File: config.mk
export PLATFORM = sky130hd
export DESIGN_NAME = irq_prio_ctrl
export DESIGN_NICKNAME = d
export VERILOG_FILES = /design/src/rtl/irq_pkg.sv /design/src/rtl/irq_nmi_qual.sv /design/src/rtl/irq_edge_catch.sv /design/src/rtl/irq_prio_sel.sv /design/src/rtl/irq_prio_ctrl.sv
export SDC_FILE = /design/constraint.sdc
export NUM_CORES = 1
export LEC_CHECK = 0
export CAP_MARGIN = 40
export CORE_MARGIN = 2
export CORE_UTILIZATION = 47
export CTS_CLUSTER_SIZE = 40
export DETAILED_ROUTE_END_ITERATION = 10
export GPL_ROUTABILITY_DRIVEN = 0
export PLACE_DENSITY = 0.79
export SYNTH_ARGS = -nofsm -noshare
export SYNTH_HDL_FRONTEND = slang
export SYNTH_SLANG_ARGS = --single-unit
File: constraint.sdc
create_clock -name clk -period 2.3 [get_ports clk]
set_input_delay 0.345 -clock clk [delete_from_list [all_inputs] [get_ports clk]]
set_output_delay 0.345 -clock clk [all_outputs]
set_load 0.005 [all_outputs]
File: src/rtl/irq_pkg.sv
package irq_pkg;
  localparam int NSRC  = 5;
  localparam int VEC_W = $clog2(NSRC);
  localparam int NLVL  = 3;
  localparam int MSK_W = 3;
  localparam int STA_W = 7;

  localparam logic [VEC_W-1:0] VEC_EXT  = 3'd0;
  localparam logic [VEC_W-1:0] VEC_LB   = 3'd1;
  localparam logic [VEC_W-1:0] VEC_LA   = 3'd2;
  localparam logic [VEC_W-1:0] VEC_EDGE = 3'd3;
  localparam logic [VEC_W-1:0] VEC_NMI  = 3'd4;

  // mask write field positions
  localparam int MD_SET = 3;
  localparam int MD_CLR = 4;

  // highest set bit wins
  function automatic logic [VEC_W-1:0] pick_vec(input logic [NSRC-1:0] elig);
    logic [VEC_W-1:0] r;
    r = '0;
    for (int i = 0; i < NSRC; i++) begin
      if (elig[i]) r = VEC_W'(i);
    end
    return r;
  endfunction
endpackage

File: src/rtl/irq_nmi_qual.sv
module irq_nmi_qual #(
  parameter int HOLD = 2
) (
  input  logic clk,
  input  logic rst_n,
  input  logic line_in,
  input  logic clr,
  output logic pend
);
  localparam int CNT_W = $clog2(HOLD + 1);

  logic             prev_q;
  logic             arm_q;
  logic [CNT_W-1:0] cnt_q;
  logic             rise;
  logic             done;

  assign rise = line_in && !prev_q;
  assign done = arm_q && line_in && (cnt_q == CNT_W'(HOLD - 1));

  always_ff @(posedge clk or negedge rst_n) begin
    if (!rst_n) begin
      prev_q <= 1'b0;
      arm_q  <= 1'b0;
      cnt_q  <= '0;
    end else begin
      prev_q <= line_in;
      if (rise) begin
        arm_q <= 1'b1;
        cnt_q <= '0;
      end else if (arm_q) begin
        if (!line_in || done) begin
          arm_q <= 1'b0;
          cnt_q <= '0;
        end else begin
          cnt_q <= cnt_q + 1'b1;
        end
      end
    end
  end

  always_ff @(posedge clk or negedge rst_n) begin
    if (!rst_n)    pend <= 1'b0;
    else if (done) pend <= 1'b1;
    else if (clr)  pend <= 1'b0;
  end
endmodule

File: src/rtl/irq_edge_catch.sv
module irq_edge_catch (
  input  logic clk,
  input  logic rst_n,
  input  logic line_in,
  input  logic clr_take,
  input  logic clr_sw,
  output logic pend
);
  logic prev_q;
  logic rise;

  assign rise = line_in && !prev_q;

  always_ff @(posedge clk or negedge rst_n) begin
    if (!rst_n) begin
      prev_q <= 1'b0;
      pend   <= 1'b0;
    end else begin
      prev_q <= line_in;
      if (rise)                  pend <= 1'b1;
      else if (clr_take || clr_sw) pend <= 1'b0;
    end
  end
endmodule

File: src/rtl/irq_prio_sel.sv
module irq_prio_sel
  import irq_pkg::*;
(
  input  logic [NSRC-1:0]  elig,
  output logic             valid,
  output logic [VEC_W-1:0] vec
);
  assign valid = |elig;
  assign vec   = pick_vec(elig);
endmodule

File: src/rtl/irq_prio_ctrl.sv
module irq_prio_ctrl
  import irq_pkg::*;
#(
  parameter int NMI_HOLD = 2
) (
  input  logic             clk,
  input  logic             rst_n,
  input  logic             nmi_in,
  input  logic             edge_in,
  input  logic             lvl_a_in,
  input  logic             lvl_b_in,
  input  logic             ext_in,
  input  logic             cmd_enable,
  input  logic             cmd_disable,
  input  logic             mask_wr,
  input  logic [4:0]       mask_data,
  input  logic             status_rd,
  input  logic             accept,
  output logic             irq_valid,
  output logic [VEC_W-1:0] irq_vec,
  output logic             ext_ack_n,
  output logic [STA_W-1:0] status
);
  // level samples: [0] general-purpose, [1] level B, [2] level A
  logic [NLVL-1:0]  lvl_raw;
  logic [NLVL-1:0]  lvl_q;
  logic [MSK_W-1:0] mask_q;
  logic             ie_q;
  logic             nmi_pend;
  logic             edge_pend;
  logic [NSRC-1:0]  elig;
  logic             take;
  logic             take_nmi;
  logic             take_edge;
  logic             take_ext;
  logic             clr_edge_sw;
  logic             mask_set_en;

  assign lvl_raw = {lvl_a_in, lvl_b_in, ext_in};

  for (genvar g = 0; g < NLVL; g++) begin : g_lvl
    always_ff @(posedge clk or negedge rst_n) begin
      if (!rst_n) lvl_q[g] <= 1'b0;
      else        lvl_q[g] <= lvl_raw[g];
    end
  end

  irq_nmi_qual #(.HOLD(NMI_HOLD)) u_nmi (
    .clk(clk), .rst_n(rst_n), .line_in(nmi_in), .clr(take_nmi), .pend(nmi_pend)
  );

  irq_edge_catch u_edge (
    .clk(clk), .rst_n(rst_n), .line_in(edge_in),
    .clr_take(take_edge), .clr_sw(clr_edge_sw), .pend(edge_pend)
  );

  assign elig[VEC_NMI]  = nmi_pend;
  assign elig[VEC_EDGE] = edge_pend & ~mask_q[2] & ie_q;
  assign elig[VEC_LA]   = lvl_q[2]  & ~mask_q[1] & ie_q;
  assign elig[VEC_LB]   = lvl_q[1]  & ~mask_q[0] & ie_q;
  assign elig[VEC_EXT]  = lvl_q[0]  & ie_q;

  irq_prio_sel u_sel (.elig(elig), .valid(irq_valid), .vec(irq_vec));

  assign take        = accept && irq_valid;
  assign take_nmi    = take && (irq_vec == VEC_NMI);
  assign take_edge   = take && (irq_vec == VEC_EDGE);
  assign take_ext    = take && (irq_vec == VEC_EXT);
  assign clr_edge_sw = mask_wr && mask_data[MD_CLR];
  assign mask_set_en = mask_wr && mask_data[MD_SET];

  always_ff @(posedge clk or negedge rst_n) begin
    if (!rst_n)                   ie_q <= 1'b0;
    else if (take || cmd_disable) ie_q <= 1'b0;
    else if (cmd_enable)          ie_q <= 1'b1;
  end

  always_ff @(posedge clk or negedge rst_n) begin
    if (!rst_n)           mask_q <= '1;
    else if (mask_set_en) mask_q <= mask_data[MSK_W-1:0];
  end

  always_ff @(posedge clk or negedge rst_n) begin
    if (!rst_n) ext_ack_n <= 1'b1;
    else        ext_ack_n <= ~take_ext;
  end

  always_ff @(posedge clk or negedge rst_n) begin
    if (!rst_n)         status <= '0;
    else if (status_rd) status <= {edge_pend, lvl_q[2], lvl_q[1], ie_q, mask_q};
  end
endmodule

# Word level (Yosys, flattened, before mapping)
# Cells that the tools add are included.
word_totals:
  mem_bits_ro: 0
  ff_bits: 22
  ram_bits: 0
  output_inout_bits: 12
  in_bits: 17
  latch_bits: 0
  elab_cells: 66
  n_memories: 0
classes:
  order_cmp: 0
  n_shift: 0
  muxes: 16
  n_reduce_logical: 22
  n_eq_ne: 3
  add_sub_neg: 1
  n_bitwise: 11
  mul: 0
  n_div: 0
ops:
  columns: ["cell", "n"]
  rows:
  - ["logical AND 1 bit", 10]
  - ["2-to-1 mux 1 bit", 10]
  - ["2-to-1 mux 2 bit", 5]
  - ["nonzero test 2 bit", 4]
  - ["bitwise AND 1 bit", 7]
  - ["OR reduction 5 bit", 1]
  - ["NOT 1 bit", 4]
  - ["equality test 3 x 2 -> 1 bit (second input constant)", 1]
  - ["equality test 3 bit (second input constant)", 1]
  - ["logical NOT 1 bit", 3]
  - ["logical NOT 3 bit", 1]
  - ["logical OR 1 bit", 3]
  - ["2-to-1 mux 3 bit", 1]
  - ["adder 2 x 1 -> 2 bit (second input constant)", 1]
  - ["equality test 2 x 1 -> 1 bit (second input constant)", 1]

# Logic depth before layout (Yosys ltp)
depth:
  ltp_word: 12
  mapped_depth: 5
  depth_no_buf: 5

# Cells and area by module
# From an unflattened synthesis, not the netlist that was laid out.
unflattened:
  hier_cells: 72
  area_unflattened_um2: 900.9
modules_own_cells:
  columns: ["mod", "cells_each", "area_per_inst_um2", "n_inst", "seq_area_each_um2"]
  rows:
  - ["irq_prio_ctrl", 41, 578.1, 1, 380.4]
  - ["irq_nmi_qual", 18, 206.4, 1, 125.1]
  - ["irq_edge_catch", 5, 73.8, 1, 50.0]
  - ["irq_prio_sel", 8, 42.5, 1, 0.0]

# Least setup slack after synthesis
# No wires, ideal clock.
synth_path:
  path_kind: "reg2out"
  startpoint: "register mask_q[2]"
  endpoint: "output port irq_valid"
  arrival_ps: 1268
  path_slack_ps: 687
  required_time_ps: 1955
  n_path_buf: 0
  stages_incl_launch_ff: 4
  cell_sequence: "dfstp_2 nor2b_2 or4_4 a21o_1"
synth_via:
  elab_chain_len: 4
synth_rtl:
  columns: ["item", "line_no", "rtl"]
  rows:
  - ["start: declaration", "irq_prio_ctrl.sv:27", "logic [MSK_W-1:0] mask_q;"]
  - ["start signal: assignment", "irq_prio_ctrl.sv:80", "else if (mask_set_en) mask_q <= mask_data[MSK_W-1:0];"]
  - ["NOT 1 bit", "irq_prio_ctrl.sv:58", "assign elig[VEC_EDGE] = edge_pend & ~mask_q[2] & ie_q;"]
  - ["bitwise AND 1 bit (2 in a row)", "irq_prio_ctrl.sv:58", null]
  - ["OR reduction 5 bit", "irq_prio_sel.sv:8", "assign valid = |elig;"]
  - ["end: declaration", "irq_prio_ctrl.sv:19", "output logic irq_valid,"]
# Every way passes these cells.

# Worst setup path after layout
# Ends and elaborated chain as after synthesis.

==> results.py <==
metrics = {
    "routing": {
        "vias": 604,
        "wl_per_cell_um": 13.0,
        "via_per_inst": 4.87,
        "finalWirelength_um": 1610,
        "drtPass1Iterations": 4,
        "antenna_left": 0,
        "remaining_drc_errors": 0,
        "drt-initial-drc-count": 7,
    },
    "critical_path": {
        "cp.depth": 4,
        "rr_worst_depth": 3,
        "cp-start-kind": "register",
        "required_ps": 1960,
        "cp-startpoint": "mask_q[2]$_DFFE_PN1P_",
        "cp_max_fo": 3,
        "setup.worst_path.end_class": "output port",
        "path_cells": "nor2b_2 > or4_4 > a21o_1 > dlygate4sd2_1",
        "rr_startpoint": "mask_q[2]$_DFFE_PN1P_",
        "regToRegSetupSlack_ps": 960,
        "crit_end": "irq_valid",
        "crit_arrival_ps": 1840,
        "path_buf_inv": 1,
        "crit_family": "simple AND/OR/NAND/NOR gates",
        "crit_type": "reg2out",
        "slowest_stage": "dfstp_2",
        "slowest_delay_ps": 550,
        "r2r-end": "ie_q$_DFFE_PN0P_",
    },
    "yosys": {
        "syn_inst": 67,
        "syn_area_um2": 883,
        "ys_seq_area_share_pct": 62.9,
        "ys_warn_count": 0,
        "syn_area_per_cell_um2": 13.2,
        "synthesis.nets": 85,
        "yosys.cell_types.count": 24,
        "ys_ff_latch": 22,
    },
    "clocking": {
        "cts_tree": "done",
        "cts_max_level": 1,
        "clk_pin_slew_ps": 120,
        "clk_latency_ps": 300,
        "cts_made_buffers": 3,
        "cts.sinks": 22,
        "clock_path_buffers": 2,
        "root_buffer": "clkbuf_4",
    },
    "timing": {
        "hold_viol_final": 0,
        "period_needed_ps": 2190,
        "slew_headroom_pct": 77.3,
        "tns_ps": 0,
        "setup_violations": 0,
        "min_period_over_period_pct": 95.1,
        "tightest_slew_ps": 339,
        "slew_violations": 0,
        "rsz0062_at_grt": "false",
        "fin_skew_ps": 2.72,
        "fmax_ghz": 0.457,
    },
    "pwr": {
        "ir_drop_uv": 389,
        "total_leakage_power_nw": 0.539,
        "p_total_w": 0.000833,
        "power_density_nw_per_um2": 675,
    },
    "run": {
        "maxCapViolCount": 0,
    },
    "global_route": {
        "grt_start_max_net_pins": 23,
        "antenna_found_initial": 0,
        "grt_use_total_pct": 17.4,
        "grt_overflow": 0,
        "grt_pass1_vias": 603,
        "grt_first_pass_wirelength_um": 2610,
    },
    "floorplanning": {
        "rows": 15,
        "start_util_pct": 50.6,
        "ios": 29,
        "die_area_um2": 2240,
        "die_width_um": 47.4,
        "core_um2": 1750,
        "die_y_um": 47.4,
    },
    "place": {
        "placed_area_um2": 1190,
        "hpwlAfterDp_um": 1240,
        "io_buffers": 28,
    },
    "cells_and_area": {
        "finish.utilization_pct": 70.7,
        "layout-drive-gt1-share_pct": 22.2,
        "finalNetCount": 118,
        "final_common_cell": "clkdlybuf4s50_1",
        "areaGrowthSynthToFinish_pct": 39.7,
        "final_cell_mix": "27 x clkdlybuf4s50_1, 18 x dfrtp_1, 10 x mux2_2",
        "diodes": 0,
        "fin_area_um2": 1230,
    },
    "min_path": {
        "hp-class": "in2async",
    },
    "outcome": {
        "status": "complete, no violations",
    },
}
## Yosys cell counts
cell	n	share of area (%)
a21boi_0	1	0.85
a31oi_1	1	0.71
clkbuf_1	1	0.42
o2bb2ai_1	1	0.99
ha_1	1	1.4
mux2_2	10	13
a32o_1	1	1.1
dfrtp_1	18	51
nand4_1	1	0.71
nor2_1	6	2.5
inv_1	4	1.7
nand2_1	2	0.85
a211o_1	1	0.99
or4_4	1	1.3
nand4b_1	1	0.99
o21ai_0	1	0.57
nand2b_1	3	2.1
dfstp_2	4	12
buf_4	1	0.85
nor2b_2	1	0.99
o311ai_0	1	0.99
a21o_1	2	1.7
nor2b_1	2	1.4
a21oi_1	2	1.1
## sequential cells by signal, indices dropped and copies added, names as in the netlist, 2 cells and up
| register | count |
|---|---|
| status | 7 |
| mask_q | 3 |
| lvl_q | 3 |
| u_nmi.cnt_q | 2 |
## cell families after synthesis
kind of cell               synth area share [%]
adders and majority gates                  1.42
AOI/OAI and AO/OA                          9.07
buffers and inverters                      2.97
muxes                                      12.7
and+or+nand+nor                            10.9
DFF                                        62.9
## where the power goes
group	internal, W	switching, W
logic	0.000113	0.0000574
registers	0.000433	0.0000248
clock network	0.0000965	0.000109
total	0.000642	0.000191
## worst reg2reg max path, stage by stage (launching register included)
cell,delay [ps]
dfstp_2,550
nor2b_2,50
or4_4,510
a31oi_1,170
## final cells by class
class	instances	area (um2)
clock buffers	4	36.3
repair buffers	30	294
fillers	143	512
multi-input cells	39	302
well taps	25	31.3
inverters	4	15.0
flip-flops and latches	22	556
## routing by layer
| metal | global-route usage, % | share of wire (%) |
|---|---|---|
| met3 | 2.31 | 4.0 |
| met4 | 10.0 | 1.4 |
| met1 | 24.0 | 44 |
| met2 | 26.2 | 50 |
| met5 | 0 | 0 |
## worst min path at each step
| stage | from | to | slack (ps) | cells past startpoint |
|---|---|---|---|---|
| 6_report | rst_n | status[4]$_DFFE_PN0P_ | 370 | 2 |
| 5_1_grt | rst_n | status[6]$_DFFE_PN0P_ | 380 | 2 |
| 4_1_cts | rst_n | status[4]$_DFFE_PN0P_ | 370 | 2 |
| 3_5_place_dp | u_edge.prev_q$_DFF_PN0_ | u_edge.pend$_DFFE_PN0P_ | 410 | 1 |
| 3_3_place_gp | u_edge.prev_q$_DFF_PN0_ | u_edge.pend$_DFFE_PN0P_ | 410 | 1 |
| 2_1_floorplan | rst_n | ie_q$_DFFE_PN0P_ | 50 | 0 |
## what timing repair did
action | in CTS | in global routing
hold buffers | 0 | 0
endpoints found under the setup margin | 1 | 0
resized for setup | 1 | 0
setup buffers | 1 | 0
## through the flow
step / std cells / setup slack (ps) / hold WS [ps]
floorplan: 67 / 687 / 49.4
global placement: 119 / 246 / 412
detailed placement: 119 / 244 / 410
CTS: 124 / 99.0 / 372
global route: 124 / 46.1 / 379
finish: 124 / 112 / 371
(Power assumes the default switching activity.)
